## config.mk

```make
export PLATFORM = sky130hd
export DESIGN_NAME = alu_status_unit
export DESIGN_NICKNAME = d
export VERILOG_FILES = /design/src/rtl/alu_status_pkg.sv /design/src/rtl/alu_decode.sv /design/src/rtl/alu_core.sv /design/src/rtl/alu_input_latch.sv /design/src/rtl/alu_status_unit.sv
export SDC_FILE = /design/constraint.sdc
export NUM_CORES = 1
export LEC_CHECK = 0
export ABC_AREA = 1
export BUFFER_PORTS_ARGS = -buffer_cell sky130_fd_sc_hd__clkbuf_2
export CAP_MARGIN = 0
export CORE_UTILIZATION = 60
export DETAILED_ROUTE_END_ITERATION = 10
export GPL_TIMING_DRIVEN = 0
export PLACE_DENSITY = 0.88
export SLEW_MARGIN = 5
export SYNTH_ARGS = -nofsm -noshare
export SYNTH_HDL_FRONTEND = slang
export SYNTH_SLANG_ARGS = --single-unit
```

## constraint.sdc

```tcl
create_clock -name clk -period 7.6 [get_ports clk]
set_input_delay 1.14 -clock clk [delete_from_list [all_inputs] [get_ports clk]]
set_output_delay 1.14 -clock clk [all_outputs]
set_load 0.005 [all_outputs]
```

## src/rtl/alu_status_pkg.sv

```systemverilog
package alu_status_pkg;

    localparam int DATA_W = 8;
    localparam int NFLAG  = 6;

    typedef enum logic [3:0] {
        K_NONE = 4'd0,
        K_ADD  = 4'd1,
        K_ADC  = 4'd2,
        K_SUB  = 4'd3,
        K_SBB  = 4'd4,
        K_AND  = 4'd5,
        K_OR   = 4'd6,
        K_XOR  = 4'd7,
        K_SHR  = 4'd8,
        K_CMP  = 4'd9
    } alu_kind_e;

    // packed so that {flags, I, 1'b0} forms the status byte
    typedef struct packed {
        logic c;
        logic v;
        logic z;
        logic n;
        logic g;
        logic l;
    } flags_t;

    typedef struct packed {
        logic      legal;
        alu_kind_e kind;
        logic      use_imm;
        logic      writes;
    } alu_ctrl_t;

    function automatic flags_t update_mask(alu_kind_e k);
        flags_t m;
        m = '0;
        case (k)
            K_ADD, K_ADC, K_SUB, K_SBB: begin
                m.c = 1'b1; m.v = 1'b1; m.z = 1'b1; m.n = 1'b1;
            end
            K_AND, K_OR, K_XOR: begin
                m.z = 1'b1; m.n = 1'b1;
            end
            K_SHR: begin
                m.c = 1'b1; m.z = 1'b1; m.n = 1'b1;
            end
            K_CMP: begin
                m.z = 1'b1; m.g = 1'b1; m.l = 1'b1;
            end
            default: m = '0;
        endcase
        return m;
    endfunction

    function automatic alu_ctrl_t decode_opcode(logic [7:0] opc);
        alu_ctrl_t c;
        logic      form_ok;
        c        = '0;
        c.kind   = K_NONE;
        form_ok  = (opc[3:0] == 4'h0) || (opc[3:0] == 4'h1);
        c.use_imm = opc[0];
        case (opc[7:4])
            4'h4: c.kind = K_ADD;
            4'h5: c.kind = K_ADC;
            4'h6: c.kind = K_SUB;
            4'h7: c.kind = K_SBB;
            4'h8: c.kind = K_AND;
            4'h9: c.kind = K_OR;
            4'hA: c.kind = K_XOR;
            4'hB: c.kind = K_SHR;
            4'hC: c.kind = K_CMP;
            default: c.kind = K_NONE;
        endcase
        if (c.kind == K_SHR) begin
            form_ok = (opc[3:0] == 4'h0);
        end
        c.legal  = form_ok && (c.kind != K_NONE);
        c.writes = c.legal && (c.kind != K_CMP);
        return c;
    endfunction

endpackage

```

## src/rtl/alu_decode.sv

```systemverilog
module alu_decode
    import alu_status_pkg::*;
(
    input  logic       op_valid,
    input  logic [7:0] opcode,
    output alu_ctrl_t  ctrl
);
    alu_ctrl_t raw;

    always_comb begin
        raw          = decode_opcode(opcode);
        ctrl         = raw;
        ctrl.legal   = raw.legal && op_valid;
        ctrl.writes  = raw.writes && op_valid;
    end
endmodule

```

## src/rtl/alu_core.sv

```systemverilog
module alu_core
    import alu_status_pkg::*;
#(
    parameter int W = DATA_W
) (
    input  alu_kind_e      kind,
    input  logic [W-1:0]   a,
    input  logic [W-1:0]   b,
    input  logic           c_in,
    output logic [W-1:0]   res,
    output flags_t         fl
);
    logic [W:0] wide;
    logic       cy;

    always_comb begin
        wide = '0;
        res  = '0;
        fl   = '0;
        cy   = 1'b0;
        case (kind)
            K_ADD, K_ADC: begin
                cy   = (kind == K_ADC) ? c_in : 1'b0;
                wide = {1'b0, a} + {1'b0, b} + {{W{1'b0}}, cy};
                res  = wide[W-1:0];
                fl.c = wide[W];
                fl.v = (a[W-1] == b[W-1]) && (res[W-1] != a[W-1]);
            end
            K_SUB, K_SBB: begin
                cy   = (kind == K_SBB) ? c_in : 1'b0;
                wide = {1'b0, a} - {1'b0, b} - {{W{1'b0}}, cy};
                res  = wide[W-1:0];
                fl.c = wide[W];
                fl.v = (a[W-1] != b[W-1]) && (res[W-1] != a[W-1]);
            end
            K_AND: res = a & b;
            K_OR:  res = a | b;
            K_XOR: res = a ^ b;
            K_SHR: begin
                res  = {1'b0, a[W-1:1]};
                fl.c = a[0];
            end
            K_CMP: begin
                res  = '0;
                fl.g = (a > b);
                fl.l = (a < b);
            end
            default: res = '0;
        endcase
        fl.n = res[W-1];
        fl.z = (kind == K_CMP) ? (a == b) : (res == '0);
    end
endmodule

```

## src/rtl/alu_input_latch.sv

```systemverilog
module alu_input_latch #(
    parameter int W = 8
) (
    input  logic         clk,
    input  logic         rst,
    input  logic         in_strobe,
    input  logic [W-1:0] in_data,
    input  logic         in_read,
    output logic [W-1:0] in_byte,
    output logic         pending
);
    logic take;

    assign take = in_strobe && !pending;

    always_ff @(posedge clk) begin
        if (rst) begin
            in_byte <= '0;
            pending <= 1'b0;
        end else begin
            if (take) begin
                in_byte <= in_data;
            end
            pending <= (pending && !in_read) || take;
        end
    end
endmodule

```

## src/rtl/alu_status_unit.sv

```systemverilog
module alu_status_unit
    import alu_status_pkg::*;
(
    input  logic       clk,
    input  logic       rst,
    input  logic       op_valid,
    input  logic [7:0] opcode,
    input  logic [7:0] opnd_s,
    input  logic [7:0] opnd_reg,
    input  logic [7:0] opnd_imm,
    output logic [7:0] result,
    output logic       dest_we,
    output logic [7:0] status,
    input  logic       in_strobe,
    input  logic [7:0] in_data,
    input  logic       in_read,
    output logic [7:0] in_byte
);
    alu_ctrl_t          ctrl;
    logic [DATA_W-1:0]  opnd_t;
    flags_t             flags_q;
    flags_t             flags_calc;
    flags_t             mask;
    logic [NFLAG-1:0]   flags_d;
    logic               pend;

    alu_decode u_dec (
        .op_valid (op_valid),
        .opcode   (opcode),
        .ctrl     (ctrl)
    );

    assign opnd_t = ctrl.use_imm ? opnd_imm : opnd_reg;

    alu_core #(.W(DATA_W)) u_core (
        .kind (ctrl.kind),
        .a    (opnd_s),
        .b    (opnd_t),
        .c_in (flags_q.c),
        .res  (result),
        .fl   (flags_calc)
    );

    alu_input_latch #(.W(DATA_W)) u_inp (
        .clk       (clk),
        .rst       (rst),
        .in_strobe (in_strobe),
        .in_data   (in_data),
        .in_read   (in_read),
        .in_byte   (in_byte),
        .pending   (pend)
    );

    assign mask    = ctrl.legal ? update_mask(ctrl.kind) : '0;
    assign dest_we = ctrl.writes;

    for (genvar k = 0; k < NFLAG; k++) begin : g_flag
        assign flags_d[k] = mask[k] ? flags_calc[k] : flags_q[k];
    end

    always_ff @(posedge clk) begin
        if (rst) begin
            flags_q <= '0;
        end else begin
            flags_q <= flags_t'(flags_d);
        end
    end

    assign status = {flags_q, pend, 1'b0};
endmodule

```

==> impl_results.md, run 1 <==
- Outcome: complete, but fails checks
- Violations in the final reports: DRC
- Initial cell density of the core: 0.640
- First-pass GRT wire length: ~12000 µm
- WL per Instance: about 13 µm
- Critical path launch point: opcode[4]
- Flip-flop cell with the highest count after synthesis: sky130_fd_sc_hd__dfxtp_1
- Post-synthesis share of cell area spent on xor and xnor gates: 0.0214
- Register bit total from synthesis: 15
- CTS tree: yes
- Fraction of registers with async set or reset after synthesis: 0
- Number of stages on the worst setup path: 17
- Slew margin rel.: 0.307
- Post-CTS setup buffers: 0
- Root Buffer Master: sky130_fd_sc_hd__clkbuf_8
- Simple-gate area share of the yosys netlist: 0.386
- Dominant combinational cell family by area after synthesis: simple AND/OR/NAND/NOR gates
- Max-capacitance violation count: 0
- Number of standard cells after synthesis: about 450
- Worst R2R Path Depth: 16
- Slew at the pin closest to its max-slew limit: 1.03 ns
- Layout cells sized above 1: 0.231
- Avg Cell Area, Syn: between 6 and 7 µm²
- Switching Fraction: 0.459
- Vias per Instance: 5.28
- Data required time at the worst endpoint: 6.46 ns
- Combinational group share of total power: 0.614
- Source of the worst hold timing path: u_inp.pending
- Share of synthesized area spent on multiplexers: 0
- Ys Warns: 0
- Top Ports: 70
- Aggregate global routing overflow: 0
- Via count of the first global-routing pass: approximately 2700
- Post-detailed-route DRC marker count: 13
- Category of cells accounting for the largest share of critical-path delay: simple AND/OR/NAND/NOR gates
- Clock-pin slew reported for the worst setup and hold paths after clock tree synthesis: roughly 0.06 ns
- Sequence of cells on the critical path: clkbuf_2 > inv_1 > ha_1 > nand3_2 > nor2_2 > nand3_1 > fa_1 > fa_1 > o21ai_0 > nand3_1 > nand3_1 > nand2_1 > nand2_1 > nand2_1 > nor2_1 > inv_1 > clkbuf_2
- Number of distinct standard cells referenced by the synthesized netlist: 42
- Total detailed-routing wirelength: 7330 µm
- Netlist area before placement: 2860 µm²
- Switching component of the power: 0.000177 W
- Register share of total power: 0.221
- Worst clock skew: roughly 0.0024 ns
- Post-placement worst setup slack: around 2.2 ns
- Maximum fanout along the worst path: 9
- Number of clock sinks: 15
- Clock period minus worst slack: around 5.4 ns
- RD Place Congestion: a little over 1
- Beginning of the worst register-to-register path: status[7]
- Routed vias: 3043
- Crit end category: output pin
- Total internal power: 0.000209 W
- Hold depth: 2
- Ant diodes: 0
- Endpoints failing hold: 0
- Max incr delay on CP: approximately 0.45 ns
- Sequential element share of the synthesized area: 0.105
- Number of synthesized flops with an enable pin: 0
- Synth Net Count: about 550
- CTS max path bufs: 2
- Power density relative to cell area: 117 nW/µm²
- Resized Gates After CTS: 0
- Final HPWL from detailed placement: roughly 6000 µm
- Clk Latency, worst-skew pair: 0.25 ns
- Setup repair after global routing missed its margin: false
- Number of filler instances in the final layout: 386
- # port buffers: between 60 and 70
- DIE WIDTH: slightly above 70 µm
- Total Routing Usage GR: 0.300
- Setup TNS: 0 ns
- Critical path startpoint category: input port
- Number of buffers created by CTS: 3
- Router iterations before antenna repair: 8
- Number of rows in the core area: 24
- Worst vdd rail ir drop: around 0.074 mV
- Hold_buf cts: 0
- Area grow syn2layout: 15.8%
- Share of the clock period used by the worst path after layout: 0.716
- Fin nets: 622
- Setup violation total in the final timing report: 0
- Worst Path Buf+Inv: 4
- Final ANT Viol Nets: 0
- H-Tree Depth: 1
- Clock group share of total power: 0.165
- Largest net degree at the start of global routing: 11
- Slew Viols, Final: 0
- LEAKAGE: around 1.9 nW
- Slack of the critical path: between 2 and 2.5 ns
- Fraction of the mapped netlist area in adder cells: 0.238
- Compound-Gate Fraction of Synth Area: 0.124
- Core region area: ~4500 µm²
- Data arrival time of the worst path: around 4.3 ns
- Initial DRC Count: 183
- Vert. Die Dim: 71.1 µm
- Total Die Area: slightly above 5000 µm²
- Path type of the worst setup path: in2out
- Cell with the biggest individual delay on the critical path: sky130_fd_sc_hd__fa_1
- Initial antenna violation count: 0
- Hold Crit Class: reg2reg
- Maximum achievable frequency: approximately 180 MHz
[cells in the mapped netlist, drive strengths merged (3+ instances only)]
cell      n  share of area
buf       6          0.016
ha       48           0.21
nand3    33          0.078
nand4     3         0.0066
clkinv    4         0.0057
xor2      5          0.015
dfxtp    15           0.10
inv      78           0.10
nand2   111           0.16
a21oi    24          0.051
or2      10          0.022
o21ai    29          0.055
fa        4          0.028
nand3b    9          0.024
nor2     59          0.091
[flip-flops by register name, indices dropped and copies added (netlist names)]
register / flops
u_inp.in_byte: 8
status: 6
u_inp.pending: 1
[path summary, 6_finish.rpt]
check | slack (ns) | to
hold reg to reg | 0.48 | u_inp.pending
hold / removal | 0.48 | u_inp.pending
setup / recovery | 2.15 | result[6]
setup reg to reg | 4.82 | status[5]
[through the flow]
step | hold WS (ns) | util | area, µm² | std cells | power (W)
2_1_floorplan | 0.451 | - | 2860 | 452 | 0.000250
3_5_place_dp | 0.473 | 0.731 | 3270 | 572 | 0.000320
6_report | 0.480 | 0.741 | 3320 | 576 | 0.000386
3_3_place_gp | 0.468 | 0.731 | 3270 | 572 | 0.000313
4_1_cts | 0.481 | 0.741 | 3320 | 576 | 0.000383
5_1_grt | 0.509 | 0.741 | 3320 | 576 | 0.000419
[worst register-to-register path: stages (launching register included)]
cell                      delay [ns]
sky130_fd_sc_hd__dfxtp_1        0.42
sky130_fd_sc_hd__nand3_1        0.12
sky130_fd_sc_hd__fa_1           0.44
sky130_fd_sc_hd__fa_1           0.43
sky130_fd_sc_hd__o21ai_0        0.20
sky130_fd_sc_hd__nand2_1        0.12
sky130_fd_sc_hd__nand2_1        0.09
sky130_fd_sc_hd__nand2_1        0.07
sky130_fd_sc_hd__nand2_1        0.06
sky130_fd_sc_hd__nand2_1        0.06
sky130_fd_sc_hd__nand2_1        0.06
sky130_fd_sc_hd__nand2_1        0.05
sky130_fd_sc_hd__nor2_1         0.18
sky130_fd_sc_hd__nand3_1        0.09
sky130_fd_sc_hd__nor2_1         0.10
sky130_fd_sc_hd__nand2_1        0.10
sky130_fd_sc_hd__a21oi_2        0.12
[per-layer routing]
layer  GRT usage  vias up  wire, µm
li1            -     1557         -
met1       0.379     1326      3150
met2       0.512      137      3360
met3      0.0456       23       574
met4       0.124        0       243
met5           0        -         0
[power by group through the flow]
stage                     logic, W  clock network, W  registers [W]
final                     0.000237         0.0000637      0.0000853
after CTS                 0.000234         0.0000638      0.0000853
after detailed placement  0.000233                 0      0.0000870
after global routing      0.000266         0.0000673      0.0000858
after floorplan           0.000163                 0      0.0000871
after global placement    0.000227                 0      0.0000867
[area by class of cell]
| type | count | area [µm²] | area share |
|---|---|---|---|
| clock inverter | 1 | 5.00 | 0.00151 |
| buffer | 7 | 48.8 | 0.0147 |
| multi-input combinational | 348 | 2210 | 0.665 |
| timing repair buffer | 68 | 340 | 0.103 |
| clock buffer | 3 | 41.3 | 0.0125 |
| inverter | 82 | 309 | 0.0932 |
| sequential | 15 | 300 | 0.0906 |
| tap | 52 | 65.1 | 0.0196 |
[cells by family after synthesis]
family	after synthesis
xor+xnor	7
flops	15
fa+ha+maj	52
other cells	1
simple gates	228
compound gates	60
buf+inv	89
[cells in the final DEF (no fill, tap or decap), types with 5 or more instances in the layout]
| master | synthesis | layout |
|---|---|---|
| sky130_fd_sc_hd__xor2_1 | 5 | 5 |
| sky130_fd_sc_hd__nand3_1 | 26 | 26 |
| sky130_fd_sc_hd__o21ai_0 | 27 | 27 |
| sky130_fd_sc_hd__ha_1 | 48 | 48 |
| sky130_fd_sc_hd__nand2_2 | 6 | 6 |
| sky130_fd_sc_hd__clkbuf_2 | 0 | 68 |
| sky130_fd_sc_hd__nand2_1 | 102 | 102 |
| sky130_fd_sc_hd__nand3b_1 | 9 | 9 |
| sky130_fd_sc_hd__dfxtp_1 | 15 | 15 |
| sky130_fd_sc_hd__inv_2 | 5 | 5 |
| sky130_fd_sc_hd__or2_2 | 8 | 8 |
| sky130_fd_sc_hd__inv_1 | 73 | 73 |
| sky130_fd_sc_hd__nor2_1 | 51 | 51 |
| sky130_fd_sc_hd__a21oi_1 | 19 | 19 |
Note: power is estimated with default switching activity, not from simulation.
==> run 2, diff against run 1 <==
--- a/config.mk
+++ b/config.mk
@@ -5,13 +5,13 @@
 export SDC_FILE = /design/constraint.sdc
 export NUM_CORES = 1
 export LEC_CHECK = 0
-export ABC_AREA = 1
+export ABC_AREA = 0
 export BUFFER_PORTS_ARGS = -buffer_cell sky130_fd_sc_hd__clkbuf_2
 export CAP_MARGIN = 0
-export CORE_UTILIZATION = 60
+export CORE_UTILIZATION = 49
 export DETAILED_ROUTE_END_ITERATION = 10
 export GPL_TIMING_DRIVEN = 0
-export PLACE_DENSITY = 0.88
+export PLACE_DENSITY = 0.78
 export SLEW_MARGIN = 5
 export SYNTH_ARGS = -nofsm -noshare
 export SYNTH_HDL_FRONTEND = slang
==> constraint.sdc (replaced) <==
create_clock -name clk -period 4.6 [get_ports clk]
set_input_delay 0.69 -clock clk [delete_from_list [all_inputs] [get_ports clk]]
set_output_delay 0.69 -clock clk [all_outputs]
set_load 0.005 [all_outputs]
==> run 2 against run 1 <==
Against the previous run:
- the run now ends clean
- synthesized area fell by 9.5%
- setup slack got worse by 2.1 ns
- total power increased by 64%
- register-to-register slack got worse by 3.7 ns
- critical path depth grew 1
- global-route usage down 4.5 points
==> impl_results.md, run 2 <==
- Final HPWL from detailed placement: 5600 µm (-5.9%)
- # port buffers: 67 (-1.5%)
- Vias per Instance: 5.61 (+6.2%)
- Number of clock sinks: 15 (unchanged)
- Data arrival time of the worst path: 3.82 ns (-0.49 ns)
- Avg Cell Area, Syn: 7.67 µm² (+21%)
- Via count of the first global-routing pass: 2451 (-9.6%)
- Placed cell areas: 3030 µm² (-7.3%)
- Maximum fanout along the worst path: 6 (-3)
- Final hold slack: 0.454 ns (-0.0260 ns)
- Largest net degree at the start of global routing: 11 (unchanged)
- Most area-consuming cells after synthesis: sky130_fd_sc_hd__ha_1 (23%), sky130_fd_sc_hd__dfxtp_1 (12%), sky130_fd_sc_hd__inv_1 (5.4%)
- Hold Crit Class: reg2reg
- Number of synthesized flops with an enable pin: 0 (unchanged)
- Clock-pin slew reported for the worst setup and hold paths after clock tree synthesis: 0.05 ns (about the same)
- Slew at the pin closest to its max-slew limit: 0.799 ns (-0.230 ns)
- Top register by number of flip-flops: u_inp.in_byte
- Most common cell after layout, fill and taps aside: sky130_fd_sc_hd__clkbuf_2
- Final ANT Viol Nets: 0 (unchanged)
- Slew margin rel.: 0.464 (+0.157)
- Area grow syn2layout: 24.9%
- Setup violation total in the final timing report: 0 (unchanged)
- Netlist area before placement: 2590 µm² (-9.5%)
- Worst clock skew: 0.00376 ns (+0.00135 ns)
- Worst vdd rail ir drop: 0.159 mV (+110%)
- Switching component of the power: 0.000262 W (+48%)
- Endpoints failing hold: 0 (unchanged)
- DIE WIDTH: 74.7 µm (+5.1%)
- Hold_buf cts: 0 (unchanged)
- Total internal power: 0.000371 W (+77%)
- Data required time at the worst endpoint: 3.91 ns (-2.55 ns)
- Initial antenna violation count: 0 (unchanged)
- Initial DRC Count: 135 (-26%)
- Fin nets: 514 (-17%)
- Outcome: finished, final reports clean
- Max-capacitance violation count: 0 (unchanged)
- Share of the clock period used by the worst path after layout: 0.980
- Total Routing Usage GR: 0.255 (-0.0454)
- Commonest cells post-synth: sky130_fd_sc_hd__ha_1 (48), sky130_fd_sc_hd__inv_1 (37), sky130_fd_sc_hd__nand2_1 (35), sky130_fd_sc_hd__a21oi_1 (25), sky130_fd_sc_hd__nor2_1 (18)
- Combinational group share of total power: 0.619 (+0.005)
- Fraction of registers with async set or reset after synthesis: 0 (unchanged)
- Total Die Area: 5580 µm² (+10%)
- Area share of the leading cell type in the synthesized netlist: 0.232 (+0.0221)
- Clk Latency, worst-skew pair: 0.24 ns (about the same)
- Synth Net Count: 435 (-21%)
- Initial cell density of the core: 0.507 (-0.133)
- Maximum achievable frequency: ~220 MHz
- Leading cell types in the layout, fill and taps excluded: sky130_fd_sc_hd__clkbuf_2 (67), sky130_fd_sc_hd__ha_1 (45), sky130_fd_sc_hd__inv_1 (36), sky130_fd_sc_hd__nand2_1 (35), sky130_fd_sc_hd__a21oi_1 (22)
- Layout cells sized above 1: 0.269 (+0.0383)
- First-pass GRT wire length: 11000 µm (-8.9%)
- Top Ports: 70 (unchanged)
- Path type of the worst setup path: in2out
- Vert. Die Dim: 74.7 µm (+5.1%)
- CTS max path bufs: 2 (unchanged)
- Cell area after layout: 3240 µm² (-2.4%)
- Routed vias: 2726 (-10%)
- Register bit total from synthesis: 15 (unchanged)
- Total detailed-routing wirelength: 7110 µm (-3.0%)
- Router iterations before antenna repair: 5 (-3)
- CTS tree: yes
- Switching Fraction: 0.414 (-0.0447)
- Cell type with the highest aggregate area in the netlist: sky130_fd_sc_hd__ha_1
- Clock group share of total power: 0.163 (-0.002)
- WL per Instance: 14.6 µm (+15%)
- H-Tree Depth: 1 (unchanged)
- Sequential element share of the synthesized area: 0.116 (+0.0110)
- Power density relative to cell area: 196 nW/µm² (+68%)
- Number of distinct standard cells referenced by the synthesized netlist: 59 (+40%)
- Most frequently used cell type in the post-synthesis netlist: sky130_fd_sc_hd__ha_1
- Core region area: 5110 µm² (+14%)
- Ant diodes: 0 (unchanged)
- Post-detailed-route DRC marker count: 0 (-13)
- Number of standard cells after synthesis: 338 (-25%)
- RD Place Congestion: 0.908 (-12%)
- Number of buffers created by CTS: 3 (unchanged)
- Aggregate global routing overflow: 0 (unchanged)
- LEAKAGE: 1.59 nW (-17%)
- Number of rows in the core area: 26 (+8.3%)
- Flip-flop cell with the highest count after synthesis: sky130_fd_sc_hd__dfxtp_1
- Ys Warns: 0 (unchanged)
- Flip-flop count of the largest register, all copies and words added: 8 (unchanged)
- Root Buffer Master: sky130_fd_sc_hd__clkbuf_8
- Clock period minus worst slack: ~4.5 ns
- Register share of total power: 0.218 (-0.003)
- Critical path startpoint category: input port
- Slew Viols, Final: 0 (unchanged)
- Crit end category: output pin
[run 2: cell count changes after synthesis, moves of 7 or more]
| cell | delta |
|---|---|
| sky130_fd_sc_hd__inv_1 | -36 |
| sky130_fd_sc_hd__mux2i_1 | +11 |
| sky130_fd_sc_hd__nand2_1 | -67 |
| sky130_fd_sc_hd__nand2b_1 | +7 |
| sky130_fd_sc_hd__nand3_1 | -16 |
| sky130_fd_sc_hd__nor2_1 | -33 |
| sky130_fd_sc_hd__nor3_1 | +7 |
| sky130_fd_sc_hd__o21ai_0 | -17 |
| sky130_fd_sc_hd__or2_2 | -7 |
[run 2: power by group through the flow]
stage / Combinational (W) / Clock [W] / Sequential (W)
floorplan: 0.000243 / 0 / 0.000141
global placement: 0.000342 / 0 / 0.000141
detailed placement: 0.000350 / 0 / 0.000141
CTS: 0.000366 / 0.000105 / 0.000138
global route: 0.000431 / 0.000111 / 0.000139
finish: 0.000392 / 0.000103 / 0.000138
[run 2: area by class of cell]
| class | count | area (µm²) |
|---|---|---|
| timing repair buffer | 75 | 398 |
| fill | 458 | 1870 |
| clock buffer | 4 | 45.0 |
| sequential | 15 | 300 |
| inverter | 37 | 146 |
| buffer | 12 | 83.8 |
| multi-input combinational | 273 | 2180 |
| tap | 70 | 87.6 |
[run 2: repair_timing]
| item | CTS | global route |
|---|---|---|
| endpoints found under the setup margin | 7 | 4 |
| gates resized for setup | 16 | 12 |
| pin swaps | 3 | 10 |
| setup buffers | 2 | 6 |
[run 2: kinds of logic (layout without fill, tap and decap cells)]
| family | after synthesis | count (layout) | synth area share |
|---|---|---|---|
| and+or+nand+nor | 106 | 106 | 0.203 |
| AOI/OAI and AO/OA | 91 | 91 | 0.248 |
| adders and majority gates | 52 | 52 | 0.263 |
| buffers and inverters | 50 | 128 | 0.0826 |
| DFF | 15 | 15 | 0.116 |
| xor gates and xnor gates | 12 | 12 | 0.0435 |
| muxes | 11 | 11 | 0.0425 |
| other | 1 | 1 | 0.00145 |
[run 2: per-stage QoR]
step	util	power, W	setup TNS (ns)	setup WS [ns]	cells
5_1_grt	0.634	0.000680	-0.00459	-0.00459	486
3_5_place_dp	0.593	0.000490	-3.50	-0.783	475
6_report	0.634	0.000634	0	0.0939	486
4_1_cts	0.617	0.000609	-0.00752	-0.00752	480
2_1_floorplan	-	0.000384	0	0.0222	338
3_3_place_gp	0.593	0.000482	-3.06	-0.734	475
[run 2: routing by layer]
layer	share of wire	track usage	vias to the layer above
met5	0	0	-
li1	-	-	1346
met2	0.47	0.438	139
met3	0.069	0.0348	10
met1	0.44	0.333	1231
met4	0.016	0.0734	0
[run 2: critical path: stages]
cell                       delay [ns]
sky130_fd_sc_hd__clkbuf_4        0.15
sky130_fd_sc_hd__buf_8           0.14
sky130_fd_sc_hd__inv_8           0.06
sky130_fd_sc_hd__ha_4            0.21
sky130_fd_sc_hd__nand2b_4        0.16
sky130_fd_sc_hd__a21oi_4         0.16
sky130_fd_sc_hd__nand3_2         0.10
sky130_fd_sc_hd__fa_2            0.56
sky130_fd_sc_hd__inv_1           0.05
sky130_fd_sc_hd__ha_2            0.17
sky130_fd_sc_hd__o21ai_2         0.16
sky130_fd_sc_hd__a211oi_2        0.10
sky130_fd_sc_hd__a21o_1          0.19
sky130_fd_sc_hd__a21oi_2         0.18
sky130_fd_sc_hd__xnor2_2         0.11
sky130_fd_sc_hd__a221o_1         0.37
sky130_fd_sc_hd__buf_4           0.14
sky130_fd_sc_hd__clkbuf_2        0.10
[run 2: path summary, 6_finish.rpt]
path / startpoint / to / slack [ns] / cells after the start
worst max-delay path: opcode[4] / result[7] / 0.09 / 18
worst min-delay path: u_inp.in_byte[3] / u_inp.in_byte[3] / 0.45 / 2
worst max register to register: status[7] / status[5] / 1.11 / 11
worst min register to register: u_inp.in_byte[3] / u_inp.in_byte[3] / 0.45 / 2
==> run 3, diff against run 2 <==
--- a/config.mk
+++ b/config.mk
@@ -8,10 +8,12 @@
 export ABC_AREA = 0
 export BUFFER_PORTS_ARGS = -buffer_cell sky130_fd_sc_hd__clkbuf_2
 export CAP_MARGIN = 0
+export CORE_ASPECT_RATIO = 0.9
 export CORE_UTILIZATION = 49
 export DETAILED_ROUTE_END_ITERATION = 10
 export GPL_TIMING_DRIVEN = 0
 export PLACE_DENSITY = 0.78
+export SETUP_SLACK_MARGIN = 0.2
 export SLEW_MARGIN = 5
 export SYNTH_ARGS = -nofsm -noshare
 export SYNTH_HDL_FRONTEND = slang
==> run 3 against run 2 <==
Against the previous run:
- clock power hardly changed
- sequential power barely moved
- non-clock buffer count up 8
- flip-flop and latch count unchanged
- setup slack lost 0.028 ns
- cell area grew 6.7%
- clock-buffer cell count unchanged
- largest cell class unchanged
==> impl_results.md, run 3 (synthesis results as in run 2) <==
- Clock-pin slew reported for the worst setup and hold paths after clock tree synthesis: 0.05 ns (about the same)
- Maximum achievable frequency: 221 MHz (-0.62%)
- Area grow syn2layout: 33.3%
- Core region area: 4950 µm² (-3.0%)
- Slew at the pin closest to its max-slew limit: 1.26 ns (+0.466 ns)
- Top register by number of flip-flops: u_inp.in_byte
- WL per Instance: 15.5 µm (+6.1%)
- Termination of the worst setup path: result[7]
- Slack of the critical path: 0.0658 ns (-0.0281 ns)
- CTS max path bufs: 2 (unchanged)
- Flip-flop count of the largest register, all copies and words added: 8 (unchanged)
- Worst vdd rail ir drop: 0.101 mV (-36%)
- Data required time at the worst endpoint: 3.91 ns (about the same)
- Total Die Area: 5580 µm² (about the same)
- CTS tree: yes
- Aggregate global routing overflow: 0 (unchanged)
- Worst R2R Path Depth: 11 (unchanged)
- Router iterations before antenna repair: 4 (-1)
- Minimum setup slack among reg-to-reg paths: 1.03 ns (-0.08 ns)
- Beginning of the worst register-to-register path: status[7]
- Initial antenna violation count: 0 (unchanged)
- Post-placement worst setup slack: -0.539 ns (+0.244 ns)
- Worst clock skew: 0.00269 ns (-0.00107 ns)
- Hold_buf cts: 0 (unchanged)
- Placed cell areas: 3090 µm² (+1.9%)
- Most common cell after layout, fill and taps aside: sky130_fd_sc_hd__clkbuf_2
- Clock period minus worst slack: 4.53 ns (+0.0281 ns)
- H-Tree Depth: 1 (unchanged)
- RD Place Congestion: 0.958 (+5.6%)
- DIE WIDTH: 78.7 µm (+5.3%)
- Number of rows in the core area: 24 (-7.7%)
- Root Buffer Master: sky130_fd_sc_hd__clkbuf_8
- Initial DRC Count: 169 (+25%)
- Post-detailed-route DRC marker count: 0 (unchanged)
- Cell area after layout: 3450 µm² (+6.7%)
- Cells after DPL: 470 (-1.1%)
- Vert. Die Dim: 71.0 µm (-5.0%)
- Hold Crit Class: reg2reg
- Initial cell density of the core: 0.523 (+0.0156)
- Power density relative to cell area: 202 nW/µm² (+3.1%)
- Path type of the worst setup path: in2out
- Total detailed-routing wirelength: 7580 µm (+6.7%)
- Fin nets: 522 (+1.6%)
- Number of clock sinks: 15 (unchanged)
- Hold depth: 2 (unchanged)
- Final ANT Viol Nets: 0 (unchanged)
- R2r endpoint: status[5]
- Post-layout util: 0.697 (+0.0632)
- Vias per Instance: 5.71 (+1.8%)
- Outcome: finished, final reports clean
- Final cell count without fillers: 489 (+0.62%)
- Routed vias: 2793 (+2.5%)
- Data arrival time of the worst path: 3.84 ns (+0.02 ns)
- Clk Latency, worst-skew pair: 0.24 ns (about the same)
- LEAKAGE: 1.66 nW (+4.7%)
- Leading cell types in the layout, fill and taps excluded: sky130_fd_sc_hd__clkbuf_2 (66), sky130_fd_sc_hd__ha_1 (44), sky130_fd_sc_hd__inv_1 (35), sky130_fd_sc_hd__nand2_1 (35), sky130_fd_sc_hd__a21oi_1 (22)
- # port buffers: 67 (unchanged)
- Layout cells sized above 1: 0.309 (+0.0397)
- Crit end category: output pin
- Max-capacitance violation count: 0 (unchanged)
- First-pass GRT wire length: 11900 µm (+7.8%)
- Final HPWL from detailed placement: 5730 µm (+2.3%)
- Slew Viols, Final: 0 (unchanged)
- Final hold slack: 0.454 ns (+0.000540 ns)
- Setup repair after global routing missed its margin: true
- Critical path startpoint category: input port
- Number of buffers created by CTS: 3 (unchanged)
- Maximum fanout along the worst path: 4 (-2)
- Critical path launch point: opcode[4]
- Via count of the first global-routing pass: 2581 (+5.3%)
- Total Routing Usage GR: 0.265 (+0.0101)
- Top Ports: 70 (unchanged)
- Share of the clock period used by the worst path after layout: 0.986 (+0.00610)
- Setup violation total in the final timing report: 0 (unchanged)
- Ant diodes: 0 (unchanged)
- Endpoints failing hold: 0 (unchanged)
- Slew margin rel.: 0.150 (-0.314)
- Largest net degree at the start of global routing: 11 (unchanged)
-- run 3: layout make-up --
cell class | instances | area [µm²]
repair buffers | 82 | 474
multi-input cells | 273 | 2290
inverters | 37 | 151
well taps | 65 | 81.3
flip-flops and latches | 15 | 300
plain buffers | 13 | 109
clock buffers | 4 | 45.0
fillers | 447 | 1500
-- run 3: timing repair --
action	CTS	global route
gates resized for setup	20	19
pin swaps	12	11
buffers inserted	11	4
endpoints found under the setup margin	7	5
endpoints found under the hold margin	0	0
-- run 3: worst min-delay path by stage --
stage	end	startpoint	slack, ns
final	status[3]	status[3]	0.45
after global routing	u_inp.in_byte[0]	u_inp.in_byte[0]	0.48
after CTS	u_inp.in_byte[4]	u_inp.in_byte[4]	0.46
after detailed placement	u_inp.in_byte[4]	u_inp.in_byte[4]	0.45
after global placement	u_inp.in_byte[4]	u_inp.in_byte[4]	0.44
after floorplan	u_inp.in_byte[3]	u_inp.in_byte[3]	0.45
-- run 3: worst max-delay path, stage by stage --
cell and delay [ns]:
sky130_fd_sc_hd__clkbuf_16 0.13, sky130_fd_sc_hd__clkbuf_16 0.15, sky130_fd_sc_hd__clkinv_8 0.04, sky130_fd_sc_hd__ha_4 0.18
sky130_fd_sc_hd__buf_8 0.11, sky130_fd_sc_hd__nand2b_4 0.14, sky130_fd_sc_hd__a21oi_4 0.14, sky130_fd_sc_hd__nand3_2 0.10
sky130_fd_sc_hd__fa_2 0.61, sky130_fd_sc_hd__buf_4 0.12, sky130_fd_sc_hd__ha_4 0.13, sky130_fd_sc_hd__o21ai_4 0.06
sky130_fd_sc_hd__a211oi_4 0.25, sky130_fd_sc_hd__a21o_1 0.17, sky130_fd_sc_hd__a21oi_2 0.07, sky130_fd_sc_hd__xnor2_2 0.15
sky130_fd_sc_hd__a221o_1 0.35, sky130_fd_sc_hd__buf_4 0.15, sky130_fd_sc_hd__buf_6 0.10
-- run 3: metrics by stage --
step           total power (W)  TNS (ns)
6_report              0.000697         0
5_1_grt               0.000738   -0.0357
4_1_cts               0.000648         0
3_5_place_dp          0.000500     -1.59
3_3_place_gp          0.000492     -1.72
2_1_floorplan         0.000392         0
-- run 3: routing by layer --
| layer | track usage | share of wire | vias up |
|---|---|---|---|
| li1 | - | - | 1366 |
| met1 | 0.348 | 0.44 | 1305 |
| met2 | 0.468 | 0.48 | 108 |
| met3 | 0.0323 | 0.058 | 14 |
| met4 | 0.0473 | 0.018 | 0 |
| met5 | 0 | 0 | - |
-- run 3: power by group --
part           total, W  switching, W  internal, W  leakage (nW)
logic          0.000455      0.000245     0.000210          1.52
clock network  0.000103     0.0000421    0.0000612        0.0228
registers      0.000138    0.00000294     0.000135         0.122
total          0.000697      0.000290     0.000406          1.66
